### config.mk
export PLATFORM = sky130hd
export DESIGN_NAME = reg_stack_frame_mgr
export DESIGN_NICKNAME = d
export VERILOG_FILES = /design/src/rtl/rsfm_pkg.sv /design/src/rtl/rsfm_hist.sv /design/src/rtl/rsfm_xlate.sv /design/src/rtl/rsfm_bs_req.sv /design/src/rtl/reg_stack_frame_mgr.sv
export SDC_FILE = /design/constraint.sdc
export NUM_CORES = 1
export LEC_CHECK = 0
export ABC_AREA = 1
export BUFFER_PORTS_ARGS = -buffer_cell sky130_fd_sc_hd__clkbuf_2
export CAP_MARGIN = 20
export CORE_ASPECT_RATIO = 0.8
export CORE_MARGIN = 5
export CORE_UTILIZATION = 45
export CTS_CLUSTER_SIZE = 28
export DETAILED_ROUTE_END_ITERATION = 10
export SLEW_MARGIN = 40
export SYNTH_ARGS = -nofsm -noshare
export SYNTH_HDL_FRONTEND = slang
export SYNTH_SLANG_ARGS = --single-unit
### constraint.sdc
create_clock -name clk_i -period 5.75 [get_ports clk_i]
set_clock_uncertainty 0.15 [all_clocks]
set_input_delay 0.8625 -clock clk_i [delete_from_list [all_inputs] [get_ports clk_i]]
set_output_delay 0.8625 -clock clk_i [all_outputs]
set_load 0.05 [all_outputs]
### src/rtl/rsfm_pkg.sv
package rsfm_pkg;
  localparam int unsigned NGLOB = 32;

  typedef enum logic [1:0] {
    OP_NOP   = 2'b00,
    OP_CALL  = 2'b01,
    OP_ALLOC = 2'b10,
    OP_RET   = 2'b11
  } rs_op_e;
endpackage

### src/rtl/rsfm_hist.sv
module rsfm_hist #(
  parameter int unsigned DEPTH = 16,
  parameter int unsigned W     = 21,
  localparam int unsigned IW   = (DEPTH > 1) ? $clog2(DEPTH) : 1,
  localparam int unsigned CW   = $clog2(DEPTH + 1)
) (
  input  logic         clk_i,
  input  logic         rst_ni,
  input  logic         push_i,
  input  logic         pop_i,
  input  logic [W-1:0] din_i,
  output logic [W-1:0] dout_o,
  output logic         full_o,
  output logic         empty_o
);
  logic [W-1:0]  mem [DEPTH];
  logic [CW-1:0] cnt_q;
  logic [IW-1:0] top_idx, wr_idx;

  assign top_idx = IW'(cnt_q - 1'b1);
  assign wr_idx  = IW'(cnt_q);
  assign dout_o  = mem[top_idx];
  assign full_o  = (cnt_q == CW'(DEPTH));
  assign empty_o = (cnt_q == '0);

  always_ff @(posedge clk_i or negedge rst_ni) begin
    if (!rst_ni)                cnt_q <= '0;
    else if (push_i && !full_o) cnt_q <= cnt_q + 1'b1;
    else if (pop_i && !empty_o) cnt_q <= cnt_q - 1'b1;
  end

  always_ff @(posedge clk_i) begin
    if (push_i && !full_o) mem[wr_idx] <= din_i;
  end

  assert_no_push_full_R4: assert property (@(posedge clk_i) disable iff (!rst_ni)
    push_i |-> !full_o);
  assert_no_pop_empty_R6: assert property (@(posedge clk_i) disable iff (!rst_ni)
    pop_i |-> !empty_o);
  assert_no_push_pop_R6: assert property (@(posedge clk_i) disable iff (!rst_ni)
    !(push_i && pop_i));
endmodule

### src/rtl/rsfm_xlate.sv
module rsfm_xlate #(
  parameter int unsigned PHYS_STK  = 128,
  parameter int unsigned MAX_FRAME = 96,
  localparam int unsigned PW  = $clog2(PHYS_STK),
  localparam int unsigned FW  = $clog2(MAX_FRAME + 1),
  localparam int unsigned PHW = $clog2(rsfm_pkg::NGLOB + PHYS_STK)
) (
  input  logic [6:0]     lreg_i,
  input  logic [PW-1:0]  bof_i,
  input  logic [FW-1:0]  sof_i,
  output logic [PHW-1:0] phys_o,
  output logic           illegal_o
);
  logic [6:0]    off;
  logic [PW-1:0] sidx;

  always_comb begin
    off  = lreg_i - 7'd32;
    sidx = bof_i + PW'(off);
    if (lreg_i < 7'd32) begin
      phys_o    = PHW'(lreg_i);
      illegal_o = 1'b0;
    end else begin
      phys_o    = PHW'(rsfm_pkg::NGLOB) + PHW'(sidx);
      illegal_o = ({1'b0, off} >= 8'(sof_i));
    end
  end
endmodule

### src/rtl/rsfm_bs_req.sv
module rsfm_bs_req #(
  parameter int unsigned PHYS_STK  = 128,
  parameter int unsigned MAX_FRAME = 96,
  localparam int unsigned PW  = $clog2(PHYS_STK),
  localparam int unsigned FW  = $clog2(MAX_FRAME + 1),
  localparam int unsigned NDW = $clog2(PHYS_STK + 1),
  localparam int unsigned SW  = $clog2(PHYS_STK + MAX_FRAME + 1) + 1,
  localparam int unsigned PHW = $clog2(rsfm_pkg::NGLOB + PHYS_STK)
) (
  input  logic [PW-1:0]  bof_i,
  input  logic [NDW-1:0] ndirty_i,
  input  logic [FW-1:0]  sof_i,
  input  logic [FW-1:0]  fill_cnt_i,
  output logic           over_o,
  output logic           spill_o,
  output logic           fill_o,
  output logic [PHW-1:0] idx_o
);
  logic [PW-1:0] sidx;

  always_comb begin
    over_o  = (SW'(ndirty_i) + SW'(sof_i)) > SW'(PHYS_STK);
    fill_o  = (fill_cnt_i != '0);
    spill_o = !fill_o && over_o;
    // fill walks down from the newest missing register, spill walks up from the oldest dirty one
    if (fill_o) sidx = bof_i + PW'(fill_cnt_i - 1'b1);
    else        sidx = bof_i - PW'(ndirty_i);
    idx_o = PHW'(rsfm_pkg::NGLOB) + PHW'(sidx);
  end
endmodule

### src/rtl/reg_stack_frame_mgr.sv
module reg_stack_frame_mgr #(
  parameter int unsigned PHYS_STK   = 128,
  parameter int unsigned MAX_FRAME  = 96,
  parameter int unsigned HIST_DEPTH = 16,
  parameter int unsigned NPORT      = 2,
  localparam int unsigned PW  = $clog2(PHYS_STK),
  localparam int unsigned FW  = $clog2(MAX_FRAME + 1),
  localparam int unsigned NDW = $clog2(PHYS_STK + 1),
  localparam int unsigned SW  = $clog2(PHYS_STK + MAX_FRAME + 1) + 1,
  localparam int unsigned PHW = $clog2(rsfm_pkg::NGLOB + PHYS_STK)
) (
  input  logic                      clk_i,
  input  logic                      rst_ni,
  input  logic                      cmd_valid_i,
  input  logic [1:0]                cmd_op_i,
  input  logic [FW-1:0]             alloc_loc_i,
  input  logic [FW-1:0]             alloc_out_i,
  input  logic [FW-1:0]             alloc_rot_i,
  output logic                      busy_o,
  input  logic [NPORT-1:0][6:0]     rd_lreg_i,
  output logic [NPORT-1:0][PHW-1:0] rd_phys_o,
  output logic [NPORT-1:0]          rd_illegal_o,
  output logic [FW-1:0]             frame_sof_o,
  output logic [FW-1:0]             frame_sol_o,
  output logic [FW-1:0]             frame_sor_o,
  output logic                      bs_spill_o,
  output logic                      bs_fill_o,
  output logic [PHW-1:0]            bs_idx_o,
  input  logic                      bs_ack_i
);
  import rsfm_pkg::*;

  typedef struct packed {
    logic [FW-1:0] sof;
    logic [FW-1:0] sol;
    logic [FW-1:0] sor;
  } frame_mark_t;

  logic [PW-1:0]  bof_q, bof_d;
  logic [FW-1:0]  sof_q, sof_d, sol_q, sol_d, sor_q, sor_d;
  logic [NDW-1:0] nd_q, nd_d;
  logic [FW-1:0]  fc_q, fc_d;
  logic           over;
  logic           h_push, h_pop, h_full, h_empty;
  frame_mark_t    h_din, h_dout;
  logic [FW:0]    a_tot;
  logic           a_ok;

  rsfm_hist #(.DEPTH(HIST_DEPTH), .W($bits(frame_mark_t))) i_hist (
    .clk_i, .rst_ni,
    .push_i (h_push),
    .pop_i  (h_pop),
    .din_i  (h_din),
    .dout_o (h_dout),
    .full_o (h_full),
    .empty_o(h_empty)
  );

  rsfm_bs_req #(.PHYS_STK(PHYS_STK), .MAX_FRAME(MAX_FRAME)) i_bs_req (
    .bof_i     (bof_q),
    .ndirty_i  (nd_q),
    .sof_i     (sof_q),
    .fill_cnt_i(fc_q),
    .over_o    (over),
    .spill_o   (bs_spill_o),
    .fill_o    (bs_fill_o),
    .idx_o     (bs_idx_o)
  );

  for (genvar p = 0; p < NPORT; p++) begin : g_port
    rsfm_xlate #(.PHYS_STK(PHYS_STK), .MAX_FRAME(MAX_FRAME)) i_xlate (
      .lreg_i   (rd_lreg_i[p]),
      .bof_i    (bof_q),
      .sof_i    (sof_q),
      .phys_o   (rd_phys_o[p]),
      .illegal_o(rd_illegal_o[p])
    );

    assert_global_map_R1: assert property (@(posedge clk_i) disable iff (!rst_ni)
      (rd_lreg_i[p] < 7'd32) |-> (rd_phys_o[p] == PHW'(rd_lreg_i[p])) && !rd_illegal_o[p]);
  end

  assign busy_o      = bs_spill_o || bs_fill_o;
  assign frame_sof_o = sof_q;
  assign frame_sol_o = sol_q;
  assign frame_sor_o = sor_q;
  assign h_din       = '{sof: sof_q, sol: sol_q, sor: sor_q};

  always_comb begin
    a_tot = (FW+1)'(alloc_loc_i) + (FW+1)'(alloc_out_i);
    a_ok  = (a_tot <= (FW+1)'(MAX_FRAME)) && ((FW+1)'(alloc_rot_i) <= a_tot);
  end

  always_comb begin
    bof_d  = bof_q;
    sof_d  = sof_q;
    sol_d  = sol_q;
    sor_d  = sor_q;
    nd_d   = nd_q;
    fc_d   = fc_q;
    h_push = 1'b0;
    h_pop  = 1'b0;
    if (bs_fill_o) begin
      if (bs_ack_i) fc_d = fc_q - 1'b1;
    end else if (bs_spill_o) begin
      if (bs_ack_i) nd_d = nd_q - 1'b1;
    end else if (cmd_valid_i) begin
      unique case (rs_op_e'(cmd_op_i))
        OP_CALL: if (!h_full) begin
          h_push = 1'b1;
          bof_d  = bof_q + PW'(sol_q);
          nd_d   = nd_q + NDW'(sol_q);
          sof_d  = sof_q - sol_q;
          sol_d  = '0;
          sor_d  = '0;
        end
        OP_ALLOC: if (a_ok) begin
          sof_d = FW'(a_tot);
          sol_d = alloc_loc_i;
          sor_d = alloc_rot_i;
        end
        OP_RET: if (!h_empty) begin
          h_pop = 1'b1;
          bof_d = bof_q - PW'(h_dout.sol);
          sof_d = h_dout.sof;
          sol_d = h_dout.sol;
          sor_d = h_dout.sor;
          if (SW'(nd_q) >= SW'(h_dout.sol)) begin
            nd_d = nd_q - NDW'(h_dout.sol);
          end else begin
            nd_d = '0;
            fc_d = FW'(SW'(h_dout.sol) - SW'(nd_q));
          end
        end
        default: ;
      endcase
    end
  end

  always_ff @(posedge clk_i or negedge rst_ni) begin
    if (!rst_ni) begin
      bof_q <= '0;
      sof_q <= '0;
      sol_q <= '0;
      sor_q <= '0;
      nd_q  <= '0;
      fc_q  <= '0;
    end else begin
      bof_q <= bof_d;
      sof_q <= sof_d;
      sol_q <= sol_d;
      sor_q <= sor_d;
      nd_q  <= nd_d;
      fc_q  <= fc_d;
    end
  end

  assert_req_exclusive_R9: assert property (@(posedge clk_i) disable iff (!rst_ni)
    $onehot0({bs_spill_o, bs_fill_o}));
  assert_spill_hold_R9: assert property (@(posedge clk_i) disable iff (!rst_ni)
    bs_spill_o && !bs_ack_i |=> bs_spill_o && $stable(bs_idx_o));
  assert_fill_hold_R9: assert property (@(posedge clk_i) disable iff (!rst_ni)
    bs_fill_o && !bs_ack_i |=> bs_fill_o && $stable(bs_idx_o));
  assert_spill_ascend_R7: assert property (@(posedge clk_i) disable iff (!rst_ni)
    bs_spill_o && bs_ack_i && (SW'(nd_q) + SW'(sof_q) > SW'(PHYS_STK + 1))
    |=> bs_spill_o && (bs_idx_o[PW-1:0] == PW'($past(bs_idx_o[PW-1:0]) + 1'b1)));
  assert_fill_descend_R8: assert property (@(posedge clk_i) disable iff (!rst_ni)
    bs_fill_o && bs_ack_i && (fc_q > FW'(1))
    |=> bs_fill_o && (bs_idx_o[PW-1:0] == PW'($past(bs_idx_o[PW-1:0]) - 1'b1)));
  assert_busy_freeze_R10: assert property (@(posedge clk_i) disable iff (!rst_ni)
    busy_o |=> $stable(frame_sof_o) && $stable(frame_sol_o) && $stable(frame_sor_o) && $stable(bof_q));
  assert_frame_bound_R5: assert property (@(posedge clk_i) disable iff (!rst_ni)
    (frame_sol_o <= frame_sof_o) && (frame_sor_o <= frame_sof_o) && (frame_sof_o <= FW'(MAX_FRAME)));
endmodule

Word level (Yosys, flattened, before mapping)
Memories as Yosys holds them, arrays and structs flattened. Index checks and enable logic that the tools add are counted.

Reductions and logical operators: 21. Shift-type cells: 0. Add/subtract/negate cells: 21. Bitwise operators: 2. $lt $le $gt $ge: 8. Divide/modulo/power cells: 0. Mux-type cells: 47. Multiply operators: 0. Eq/ne operators: 14.

Operator list (number): 2-to-1 mux 7 bit (18); 2-to-1 mux 8 bit (8); case mux 7 bit (3 select lines) (3); adder 7 bit (4); subtractor 7 bit (4); adder 6 x 7 -> 8 bit, first input constant (3); AND reduction 6 bit (3); case mux 8 bit (2 select lines) (1); >= comparator 7 bit (2); less-than comparator 7 x 6 -> 1 bit, second input constant (2); 2-to-1 mux 1 bit (14); case mux 7 bit (2 select lines) (1); subtractor 7 x 6 -> 7 bit, second input constant (2); 2-to-1 mux 5 bit (2); != test 2 bit, second input constant (5); nonzero test 2 bit (5); adder 8 x 7 -> 9 bit (1); > comparator 9 x 8 -> 1 bit, second input constant (1); adder 7 x 7 -> 8 bit (1); adder 8 x 7 -> 8 bit (1); >= comparator 8 x 7 -> 1 bit (1); less-or-equal comparator 7 x 8 -> 1 bit (1); less-or-equal comparator 8 x 7 -> 1 bit, second input constant (1); subtractor 8 x 1 -> 8 bit, second input constant (1); other kinds (17) (28).

Memories kept: 1. Bits of input ports: 41. Bits in writable memories: 336. Output and inout port bits: 50. Latch bits: 0. ROM bits: 0. Flip-flop bits (word level): 48. Logic and storage cells: 121.

Memory list: i_hist.mem (words 16, width 21, read ports 1, clocked after memory_dff 0, write ports 1, RTL line rsfm_hist.sv:16) `logic [W-1:0] mem [DEPTH];`.

Longest topological paths before layout
Depth after elaboration: 9. Mapped depth: 28. Mapped depth without buffers: 24.

By module
From an unflattened synthesis, not the netlist that was laid out.

Cell total of the unflattened synthesis: 2413. Area total of the unflattened synthesis: 21309.2 um2.

Modules (own cells, without submodules): rsfm_hist (area each 14695.3 um2, sequential area each 10214.8 um2, cells an instance 1379, times used 1); reg_stack_frame_mgr (area each 4304.1 um2, sequential area each 1076.0 um2, cells an instance 637, times used 1); rsfm_xlate (area each 594.3 um2, sequential area each 0.0 um2, cells an instance 104, times used 2); rsfm_bs_req (area each 1121.1 um2, sequential area each 0.0 um2, cells an instance 189, times used 1).

Worst setup path before layout
Ideal clock, no wire load.

Kind: register to output. From: reg fc_q[0]. To: out bs_idx_o[6]. Setup slack: 0.800 ns. Data required time: 4.738 ns. Buffers on the path: 1. Cell stages (with the launch flop): 16. Arrival time: 3.938 ns. Path through: dfrtp_1 inv_1 ha_1 nand3_1 clkbuf_1 o21ai_0 nand2_1 ha_1 a21oi_1 and2_1 inv_1 a21oi_1 o21bai_1 xor2_1 inv_1 ha_1.

Elaborated cells between the ends (all ways): 5. Those cells by class: 3 x add/sub; 1 x mux; 1 x reduce/logical.

RTL lines: from (decl) (RTL line reg_stack_frame_mgr.sv:42) `logic [FW-1:0] fc_q, fc_d;`; from (signal assigned) (RTL line reg_stack_frame_mgr.sv:147) `fc_q <= '0;`; from (signal assigned) (RTL line reg_stack_frame_mgr.sv:154) `fc_q <= fc_d;`; nonzero test 7 bit (RTL line rsfm_bs_req.sv:23) `fill_o = (fill_cnt_i != '0);`; net bs_fill_o (RTL line reg_stack_frame_mgr.sv:27) `output logic bs_fill_o,`; 2-to-1 mux 7 bit (RTL line rsfm_bs_req.sv:26) `if (fill_o) sidx = bof_i + PW'(fill_cnt_i - 1'b1);`; adder 6 x 7 -> 8 bit (RTL line rsfm_bs_req.sv:28) `idx_o = PHW'(rsfm_pkg::NGLOB) + PHW'(sidx);`; to (decl) (RTL line reg_stack_frame_mgr.sv:28) `output logic [PHW-1:0] bs_idx_o,`.

The timed path passes the listed nets, and every way through them passes these cells.

Final worst setup path
From: reg fc_q[0]. To: out bs_idx_o[6].

Longest elaborated chain between the ends: 4. Elaborated cells between the ends (all ways): 5. Those cells by class: 3 x add/sub; 1 x mux; 1 x reduce/logical.

Ends and longest elaborated chain (RTL line): subtractor 7 x 1 -> 7 bit (rsfm_bs_req.sv:26); adder 7 bit (rsfm_bs_req.sv:26); 2-to-1 mux 7 bit (*) (rsfm_bs_req.sv:26); adder 6 x 7 -> 8 bit (*) (rsfm_bs_req.sv:28).

Mark *: on every way between the ends. The rest lies on a longest branch, timed or not.

==> reports/results.txt <==
Relative slew slack: 43.2%
DR WL/cell: 22.1 microns
Die ar.: 0.0482 sq mm
Pre-antenna DRT Iters: 5
Resize count post-CTS: 0
Number of post-CTS setup repair buffers: 0
Post-synth ARST share: 12.5%
Number of DRC markers in iteration 0: 1531
Mapped Cells: 1951
WL final: 58000 microns
CP Launch Type: flip-flop
Row Count: 68
Post-Synth XOR/XNOR Area: 1.91%
Root Driver: clkbuf_16
Worst Tran Pin Value: 0.852 ns
Worst r2r path cells: 19
Clock Sinks: 384
Status: finished clean
RSZ-0062 raised after global routing: no
Total GRT Usage: 23.6%
Final period utilization: 90.7%
Global route total overflow: 0
ANT cells: 0
Slowest stage delay, CP: 0.55 ns
Synth Area in Compound Gates: 12.5%
Num CTS Buffers: 39
Nets: 2179
Hold Vio Cnt, Final: 0
Crit path depth: 16
Multiplexer share of the synthesized area: 0.152%
FF+latch count, synth: 384
Slowest cell on crit path: clkinv_1
Share of cells above drive strength 1: 11.6%
Largest area contributor in the netlist: edfxtp_1
Vias per std cell: 5.69
Most common cell in the netlist: nand2_1
Ranking of synthesized cells by area: edfxtp_1 51%, nand2_1 9.8%, ha_1 6.2%, dfrtp_1 6.1%, a21oi_1 4.0%
Synthesized area: 0.0198 sq mm
Critical path arrival: 4.20 ns
Final setup vio count: 0
Synth cell count leaders: 515 x nand2_1, 336 x edfxtp_1, 157 x a21oi_1, 141 x inv_1, 110 x nand3_1
Post-route minimum period: 5.21 ns
CTS Hold Buffers Added: 0
Adder-cell share of the synthesized area: 7.22%
Yosys top cell area share: 51.1%
Fmax: 192 MHz
Core Area: 0.0433 sq mm
Clock Latency Late Sink: 0.55 ns
Die Ht: 197 microns
Largest net degree at the start of global routing: 102
Buffers on Ports: 90
Final Max Tran Viols: 0
Category of the most critical setup path: flip-flop to primary output
IO Count: 91
Setup_tns: 0 ns
Antenna-violating nets left: 0
First-pass GRT wire length: 87500 microns
Number of enable flip-flop cells after synthesis: 336
Yosys Warn Count: 0
Via Count: 14900
Most used DFF post-synth: edfxtp_1
Syn nets: 2100
DP HPWL: 37600 microns
Initial antenna violation count: 0
Worst-path fanout max: 17
H-tree levels: 2
Synthesized area per cell: 10.1 sq um
Seq/Total Area, Yosys: 57.2%
Count of cell types in the netlist: 50
Worst EP required: 4.74 ns
Largest family of logic cells by synthesized area: simple AND/OR/NAND/NOR gates
Post-synthesis simple-gate area fraction: 15.9%
CTS tree: built
Cell chain of the critical path: inv_1 > ha_1 > nand3_1 > clkinv_1 > or2_2 > nand2_1 > ha_1 > nand3_1 > and2_1 > inv_1 > a21oi_1 > o21bai_1 > xor2_1 > inv_1 > ha_1 > clkbuf_2
Clk pin slew, worst setup/hold paths: 0.06 ns
Horiz. Die Dim: 244 microns
Initial core utilization: 45.6%
Setup crit end kind: primary output
Area Overhead vs Synth: 11.6%
Max cap viols: 0
DRC viols: 0
Vias in the first global route: 14200
Hold Crit Class: flip-flop to flip-flop
Final Wtd Congestion: 0.947
Critical path buffer and inverter count: 5
Hold depth: 2
CTS max path bufs: 3
Top delay family on crit path: simple AND/OR/NAND/NOR gates
-- layout make-up --
type,count,area (sq um)
well taps,560,701
inverters,147,556
flip-flops and latches,384,11300
repair buffers,132,769
clock buffers,47,1030
multi-input cells,1326,7510
fillers,3898,21300
clock inverters,25,188
-- cells by family (layout without fill, tap and decap cells) --
| logic type | Yosys count | in the layout |
|---|---|---|
| and+or+nand+nor | 766 | 766 |
| AOI/OAI and AO/OA | 409 | 409 |
| DFF | 384 | 384 |
| buffers and inverters | 241 | 351 |
| adders and majority gates | 108 | 108 |
| xor gates and xnor gates | 40 | 40 |
| muxes | 3 | 3 |
-- flip-flops by register name, summed over array words and instances, names as in the netlist --
register and cells:
i_hist.mem 336, nd_q 8, bof_q 7, fc_q 7, frame_sof_o 7, frame_sol_o 7
frame_sor_o 7, i_hist.cnt_q 5
-- layer usage --
| layer | share of wire, % | global-route usage, % | up-vias |
|---|---|---|---|
| met1 | 46 | 35.6 | 7261 |
| met2 | 43 | 34.9 | 561 |
| li1 | - | - | 7011 |
| met5 | 0 | 0 | - |
| met3 | 8.7 | 5.80 | 82 |
| met4 | 2.2 | 5.43 | 0 |
-- final timing paths --
path                                                to                         from  slack (ns)
min                                fc_q[0]$_DFFE_PN0P_          fc_q[0]$_DFFE_PN0P_        0.33
min in group asynchronous          nd_q[1]$_DFFE_PN0P_                       rst_ni        0.34
max reg2reg                        nd_q[2]$_DFFE_PN0P_  i_hist.cnt_q[0]$_DFFE_PN0P_        1.27
max in group asynchronous  i_hist.cnt_q[0]$_DFFE_PN0P_                       rst_ni        4.54
max                                        bs_idx_o[6]          fc_q[0]$_DFFE_PN0P_        0.54
min reg2reg                        fc_q[0]$_DFFE_PN0P_          fc_q[0]$_DFFE_PN0P_        0.33
-- stage by stage --
stage | hold slack (ns) | std cells | utilization [%] | worst slack [ns] | instance area [sq um]
2_1_floorplan | 0.299 | 1951 | - | 0.800 | 19800
3_3_place_gp | 0.316 | 2549 | 48.1 | 1.19 | 20800
3_5_place_dp | 0.321 | 2549 | 48.1 | 1.16 | 20800
4_1_cts | 0.337 | 2621 | 50.9 | 0.549 | 22000
5_1_grt | 0.348 | 2621 | 50.9 | 0.200 | 22100
6_report | 0.330 | 2621 | 50.9 | 0.535 | 22100
-- cell usage in the layout, fill, tap and decap left out, drive strengths merged, types with 12 or more instances in the layout --
master / count
nand2: 519
edfxtp: 336
a21oi: 157
inv: 149
clkbuf: 137
nand3: 112
o21ai: 111
nor2: 99
ha: 98
dfrtp: 48
buf: 42
o211ai: 39
a22oi: 36
xor2: 31
a32o: 25
clkinv: 20
o22ai: 13
nand4: 12
-- worst register-to-register path, delay by kind of cell (launching register included) --
kind,cells,cell delay (ns)
fa+ha+maj,2,0.64
flops,1,0.49
compound gates,7,1.15
xor+xnor,1,0.22
simple gates,5,0.71
buf+inv,4,1.05
Power is left out: the tool's default activity adds up to more than one toggle a clock period on the data nets, which glitch-free logic cannot reach.
